**src/rtl/alarm_onset_pkg.sv**
```systemverilog
package alarm_onset_pkg;
  localparam int EVT_N = 6;
  localparam int REG_W = 8;
  localparam int PAD_W = REG_W - EVT_N;

  // bit positions of each event in the status word
  localparam int BIT_OOF  = 0;
  localparam int BIT_AIS  = 1;
  localparam int BIT_YEL  = 2;
  localparam int BIT_IDLE = 3;
  localparam int BIT_LOS  = 4;
  localparam int BIT_SEF  = 5;

  typedef struct packed {
    logic             readClr;
    logic [EVT_N-1:0] enRise;
    logic [EVT_N-1:0] keepMask;
  } ctlStrobes_t;
endpackage

```
**src/rtl/onset_ctrl.sv**
```systemverilog
module onset_ctrl
  import alarm_onset_pkg::*;
(
  input  logic             clk,
  input  logic             rstN,
  input  logic             e3Mode,
  input  logic [EVT_N-1:0] evtEnable,
  input  logic             rdStrobe,
  output ctlStrobes_t      strobes
);
  logic [EVT_N-1:0] enPrev;
  logic [EVT_N-1:0] keep;

  always_ff @(posedge clk) begin
    if (!rstN) enPrev <= '0;
    else       enPrev <= evtEnable;
  end

  // events undefined in E3 are suppressed
  always_comb begin
    keep = '1;
    if (e3Mode) begin
      keep[BIT_SEF]  = 1'b0;
      keep[BIT_IDLE] = 1'b0;
    end
  end

  always_comb begin
    strobes.readClr  = rdStrobe;
    strobes.enRise   = evtEnable & ~enPrev;
    strobes.keepMask = keep;
  end
endmodule

```
**src/rtl/onset_datapath.sv**
```systemverilog
module onset_datapath
  import alarm_onset_pkg::*;
(
  input  logic             clk,
  input  logic             rstN,
  input  logic [EVT_N-1:0] alarmLvl,
  input  logic [EVT_N-1:0] evtEnable,
  input  ctlStrobes_t      strobes,
  output logic [EVT_N-1:0] statusQ,
  output logic             irqQ
);
  logic [EVT_N-1:0] prevLvl;
  logic [EVT_N-1:0] statusD;

  always_ff @(posedge clk) begin
    if (!rstN) prevLvl <= '0;
    else       prevLvl <= alarmLvl;
  end

  for (genvar i = 0; i < EVT_N; i++) begin : g_evt
    logic onset;
    logic wipe;
    always_comb begin
      onset      = alarmLvl[i] & ~prevLvl[i];
      wipe       = strobes.readClr | strobes.enRise[i];
      // a fresh onset outranks any clear in the same cycle
      statusD[i] = ((statusQ[i] & ~wipe) | onset) & strobes.keepMask[i];
    end
  end

  always_ff @(posedge clk) begin
    if (!rstN) begin
      statusQ <= '0;
      irqQ    <= 1'b0;
    end else begin
      statusQ <= statusD;
      irqQ    <= |(statusD & evtEnable);
    end
  end
endmodule

```
**src/rtl/alarm_onset_status.sv**
```systemverilog
module alarm_onset_status
  import alarm_onset_pkg::*;
(
  input  logic             clk,
  input  logic             rstN,
  input  logic [EVT_N-1:0] alarmLvl,
  input  logic             e3Mode,
  input  logic [EVT_N-1:0] evtEnable,
  input  logic             rdStrobe,
  output logic [REG_W-1:0] rdData,
  output logic             irq
);
  ctlStrobes_t      strobes;
  logic [EVT_N-1:0] statusQ;

  onset_ctrl u_ctrl (
    .clk       (clk),
    .rstN      (rstN),
    .e3Mode    (e3Mode),
    .evtEnable (evtEnable),
    .rdStrobe  (rdStrobe),
    .strobes   (strobes)
  );

  onset_datapath u_dp (
    .clk       (clk),
    .rstN      (rstN),
    .alarmLvl  (alarmLvl),
    .evtEnable (evtEnable),
    .strobes   (strobes),
    .statusQ   (statusQ),
    .irqQ      (irq)
  );

  assign rdData = {{PAD_W{1'b0}}, statusQ};
endmodule

```
**config.mk**
```make
export PLATFORM = sky130hd
export DESIGN_NAME = alarm_onset_status
export DESIGN_NICKNAME = d
export VERILOG_FILES = /design/src/rtl/alarm_onset_pkg.sv /design/src/rtl/onset_ctrl.sv /design/src/rtl/onset_datapath.sv /design/src/rtl/alarm_onset_status.sv
export SDC_FILE = /design/constraint.sdc
export NUM_CORES = 1
export LEC_CHECK = 0
export CAP_MARGIN = 20
export CORE_MARGIN = 10
export CORE_UTILIZATION = 38
export DETAILED_ROUTE_END_ITERATION = 16
export GPL_ROUTABILITY_DRIVEN = 0
export PLACE_DENSITY_LB_ADDON = 0.12
export SLEW_MARGIN = 20
export SYNTH_ARGS = -nofsm -noshare
export SYNTH_HDL_FRONTEND = slang
export SYNTH_SLANG_ARGS = --single-unit
```
**constraint.sdc**
```tcl
create_clock -name clk -period 1 [get_ports clk]
set_input_delay 0.15 -clock clk [delete_from_list [all_inputs] [get_ports clk]]
set_output_delay 0.15 -clock clk [all_outputs]
set_load 0.01 [all_outputs]
```
# --- Yosys cells after proc, flatten, opt, wreduce, memory -nomap -nowiden ---
# Cells that the tools add are included.
totals:
  latch_bits: 0
  word_cells: 47
  romBits: 0
  memories: 0
  mem_bits_rw: 0
  reg_bits: 19
  output_inout_bits: 9
  inputBits: 16
classes:
  reduce_logical: 1
  n_eq_ne: 0
  shift: 0
  n_addsub: 0
  n_mul: 0
  order_cmp: 0
  muxes: 1
  bitwise_logic: 41
  n_div: 0
ops:
  columns: ["cell", "n"]
  rows:
  - ["$and 1x1->1", 14]
  - ["$and 6x6->6", 2]
  - ["$not 1->1", 12]
  - ["$or 1x1->1", 12]
  - ["$not 6->6", 1]
  - ["$reduce_or 6->1", 1]
  - ["$mux 1", 1]

# --- Longest topological paths before layout ---
logic_depth:
  depth_word: 9
  ltp_mapped: 4
  ltp_nobuf: 4

# --- Hierarchy ---
# A second synthesis with hierarchy kept.
hier_totals:
  cells_unflattened: 82
  area_unflattened_um2: 769.5
modules_own_cells:
  columns: ["module", "instances", "seq_area_each_um2", "area_per_inst_um2", "cells_each"]
  rows:
  - ["onset_datapath", 1, 260.2, 503.0, 53]
  - ["onset_ctrl", 1, 120.1, 247.7, 26]
  - ["alarm_onset_status", 1, 0.0, 18.8, 3]

# --- Worst setup path after synthesis ---
# Ideal clock, no wire load.
synth_path:
  path_kind: "flip-flop to flip-flop"
  start: "reg u_dp.statusQ[3]"
  end: "reg u_dp.irqQ"
  setup_ns: 0.070
  stages_incl_launch_ff: 4
  n_path_buf: 0
  slack_ns: 0.041
  arrival_ns: 0.889
  required_ns: 0.930
  period_less_slack_ns: 0.959
  cell_sequence: "dfxtp_1 -> a32oi_2 -> o32a_1 -> a21boi_1"
synth_between:
  elab_chain_len: 5
synth_lines:
  columns: ["element", "line", "source"]
  rows:
  - ["start, declared", "onset_datapath.sv:9", "output logic [EVT_N-1:0] statusQ,"]
  - ["start signal, assigned", "onset_datapath.sv:36", "statusQ <= statusD;"]
  - ["$and 1x1->1", "onset_datapath.sv:27", "statusD[i] = ((statusQ[i] & ~wipe) | onset) & strobes.keepMask[i];"]
  - ["$or 1x1->1", "onset_datapath.sv:27", null]
  - ["$and 1x1->1", "onset_datapath.sv:27", null]
  - ["$and 6x6->6", "onset_datapath.sv:37", "irqQ <= |(statusD & evtEnable);"]
  - ["$reduce_or 6->1", "onset_datapath.sv:37", null]
  - ["end signal, assigned", "onset_datapath.sv:37", null]
  - ["end, declared", "onset_datapath.sv:10", "output logic irqQ"]
# Every way passes these cells.
# A chain may end at the register's enable or synchronous reset.

# --- Worst setup path after layout ---
layout_path:
  start: "reg u_ctrl.enPrev[3]"
  end: "reg u_dp.irqQ"
layout_between:
  elab_chain_len: 9
layout_lines:
  columns: ["element", "line", "source"]
  rows:
  - ["start, declared", "onset_ctrl.sv:11", "logic [EVT_N-1:0] enPrev;"]
  - ["start signal, assigned", "onset_ctrl.sv:16", "else enPrev <= evtEnable;"]
  - ["$not 6->6", "onset_ctrl.sv:30", "strobes.enRise = evtEnable & ~enPrev;"]
  - ["$and 6x6->6", "onset_ctrl.sv:30", null]
  - ["$or 1x1->1", "onset_datapath.sv:25", "wipe = strobes.readClr | strobes.enRise[i];"]
  - ["$not 1->1", "onset_datapath.sv:27", null]
  - ["$and 1x1->1", "onset_datapath.sv:27", null]
  - ["$or 1x1->1", "onset_datapath.sv:27", null]
  - ["$and 1x1->1", "onset_datapath.sv:27", null]
  - ["$and 6x6->6", "onset_datapath.sv:37", null]
  - ["$reduce_or 6->1", "onset_datapath.sv:37", null]
# Every way passes these cells.

==> results <==
## cell type report
type                    count  area, µm²
clock buffers               4      26.28
fillers                   174      713.2
inverters                   8      31.28
multi-input cells          45      342.8
flip-flops and latches     19      389.1
well taps                  25      31.28
repair buffers             26      230.2
## state kept, by name, indices dropped and copies added, names as in the netlist
name / flops
u_dp.statusQ: 6
u_ctrl.enPrev: 6
u_dp.prevLvl: 6
u_dp.irqQ: 1
## worst max path at each step
stage / startpoint / to / slack [ns] / depth (start not counted)
floorplan: u_dp.statusQ[3]$_SDFF_PN0_ / u_dp.irqQ$_SDFF_PN0_ / 0.04 / 3
global placement: rdStrobe / u_dp.irqQ$_SDFF_PN0_ / -0.38 / 5
detailed placement: rdStrobe / u_dp.irqQ$_SDFF_PN0_ / -0.45 / 5
CTS: u_dp.statusQ[1]$_SDFF_PN0_ / u_dp.irqQ$_SDFF_PN0_ / -0.06 / 5
global route: u_ctrl.enPrev[3]$_SDFF_PN0_ / u_dp.irqQ$_SDFF_PN0_ / -0.06 / 4
finish: u_ctrl.enPrev[3]$_SDFF_PN0_ / u_dp.irqQ$_SDFF_PN0_ / -0.03 / 4
## cell families after synthesis
group	count (synthesis)	synth area share, %
and+or+nand+nor	27	23.28
AOI/OAI and AO/OA	16	16.90
buffers and inverters	11	6.895
DFF	19	52.41
other	1	0.5167
## worst max-delay path, delay by kind of cell (launching register included)
kind | cells | cell delay [ns]
flops | 1 | 0.33
simple gates | 1 | 0.11
compound gates | 3 | 0.54
## cells in the final DEF, fill, tap and decap left out
cell type | netlist | layout
dfxtp_1 | 19 | 12
o211ai_1 | 4 | 4
clkinv_2 | 1 | 1
o32a_1 | 1 | 1
conb_1 | 1 | 2
a32oi_2 | 1 | 2
buf_6 | 0 | 1
a21oi_2 | 0 | 2
a21boi_1 | 1 | 1
clkbuf_1 | 1 | 1
nand2b_1 | 8 | 5
buf_2 | 0 | 7
clkbuf_4 | 0 | 3
dlygate4sd2_1 | 0 | 1
clkdlybuf4s50_1 | 0 | 14
inv_1 | 7 | 7
a21boi_0 | 4 | 4
nor2_1 | 2 | 2
buf_4 | 2 | 2
and2_1 | 12 | 12
a21oi_1 | 4 | 2
buf_12 | 0 | 1
nor4_2 | 0 | 1
dfxtp_2 | 0 | 7
nand2b_4 | 0 | 3
nand3b_1 | 4 | 4
## repair_timing
action	in CTS	in global routing
gates resized for setup	38	6
hold buffers	0	0
pin swaps	3	4
endpoints found under the setup margin	8	1
setup buffers	1	0
## per-layer routing
| layer | up-vias | share of wire, % | global-route usage (%) |
|---|---|---|---|
| li1 | 301 | - | - |
| met1 | 264 | 47 | 9.921 |
| met2 | 16 | 48 | 12.69 |
| met3 | 2 | 4.2 | 4.064 |
| met4 | 0 | 0.82 | 4.098 |
| met5 | - | 0 | 0 |
## metrics by stage
stage / worst slack, ns / total power [mW]
final: -0.03329 / 1.424
after global routing: -0.05992 / 1.507
after CTS: -0.05542 / 1.444
after detailed placement: -0.4528 / 1.062
after global placement: -0.3801 / 1.060
after floorplan: 0.04079 / 0.9257
## power by group through the flow
stage / registers, mW / logic [mW] / clock network, mW
after CTS: 0.819 / 0.222 / 0.403
final: 0.821 / 0.230 / 0.374
after global routing: 0.826 / 0.255 / 0.426
after detailed placement: 0.834 / 0.228 / 0
after floorplan: 0.841 / 0.0851 / 0
after global placement: 0.835 / 0.225 / 0
==> impl_metrics.ini <==
[critical_path]
reg2reg_depth = 4
critPathKind = reg2reg
rrSetupSlack_ns = -0.03
r2r_end = u_dp.irqQ$_SDFF_PN0_
r2r_start = u_ctrl.enPrev[3]$_SDFF_PN0_
cp.required_ns = 1.23
critPathMaxStageDelay_ns = 0.33
worstSetupEndpointType = flip-flop
critPathLaunchType = flip-flop
cp.arrival_ns = 1.27
worstPathCellList = nand2b_4 -> a32oi_2 -> o32a_1 -> a21boi_1
cp_slowest_cell = dfxtp_1
path_max_fanout = 2

[global_route]
overflow = 0
grt_usage_pct = 8.487
antenna_found_initial = 0
grt_pass1_vias = 600
grt_pass1_wl_um = 2760
grt_max_degree = 19

[synth]
ys.flop_type = dfxtp_1
synth_top_area_cell = dfxtp_1
async_reset_ff_share_pct = 0
yosys_warnings = 0
synth_edf_count = 0
synthCells = 74
synth_cell_type_count = 18
synth-seq-cells = 19
synth_top_area_share_pct = 52.41
synth.cell_area_um2 = 725.7
ys_top_cells_by_count = 19 x dfxtp_1, 12 x and2_1, 8 x nand2b_1
synth.area.top_cells = dfxtp_1 52%, and2_1 10%, nand2b_1 6.9%
synth_area_per_cell_um2 = 9.807
post-synth-top-count-cell = dfxtp_1
ys_seq_area_share_pct = 52.41

[place]
dp_hpwl_um = 1188
port_buffers = 22
placed_area_mm2 = 0.001005
dp.cells = 123

[pwr]
clkPwrFrac_pct = 26.2
p_int_mw = 1.094
seqPwrFrac_pct = 57.6
vdd_ir_drop_max_mv = 0.8920
netSwitchingPower_mw = 0.3297
swShare_pct = 23.15
comb_power_share_pct = 16.1
p_leak_nw = 0.4387
power.density_mw_per_mm2 = 1355

[sta]
fin_ws_ns = -0.03329
whs_ns = 0.4380
rsz0062_at_grt = yes
final_hold_viol_count = 0
slew_violations = 0
tns_ns = -0.03329
period_needed_ns = 1.033
max_freq_mhz = 967.8
finClkSkew_ns = 0.004939
final-setup-viol-count = 1
min_period_over_period_pct = 103.3

[flow_run]
maxCapViolCount = 0

[route]
drtAntennaViolNets = 0
post_drt_wl_per_cell_um = 12.50
drc = 0
dr_total_vias = 583
drt_iter0_markers = 8
totalWireLength_um = 1587
dr.pass1.iters = 2
via_per_inst = 4.591

[cells_and_area]
final_util_pct = 59.57
layoutNonFillerInstCount = 127
antennaDiodeCount = 0
nNetsFinal = 119
final_cell_area_mm2 = 0.001051
layout-drive-gt1-share_pct = 29.41
area_growth_pct = 44.83

[outcome]
outcome = finished with violations
violations = negative setup slack

[clock_network]
h-tree-depth = 1
cts.reportedPaths.clkPinSlew_ns = 0.10
cts_inserted_buffers = 3
cts.sinks = 19
clk_path_buf_depth = 2
cts_tree = done
cts-root-buf = clkbuf_4
clock_latency_ns = 0.29

[die]
start_util_pct = 41.13
core_region_area_mm2 = 0.001764
ios = 25
fp-row-count = 15
die_y_um = 63.70
die-area_mm2 = 0.004058
die_w_um = 63.70

[min_path]
min_from = evtEnable[0]
min_path_type = in2reg
hold_path_depth = 2
holdPathEnd = u_ctrl.enPrev[0]$_SDFF_PN0_
Power figures use the tool's default switching activity.
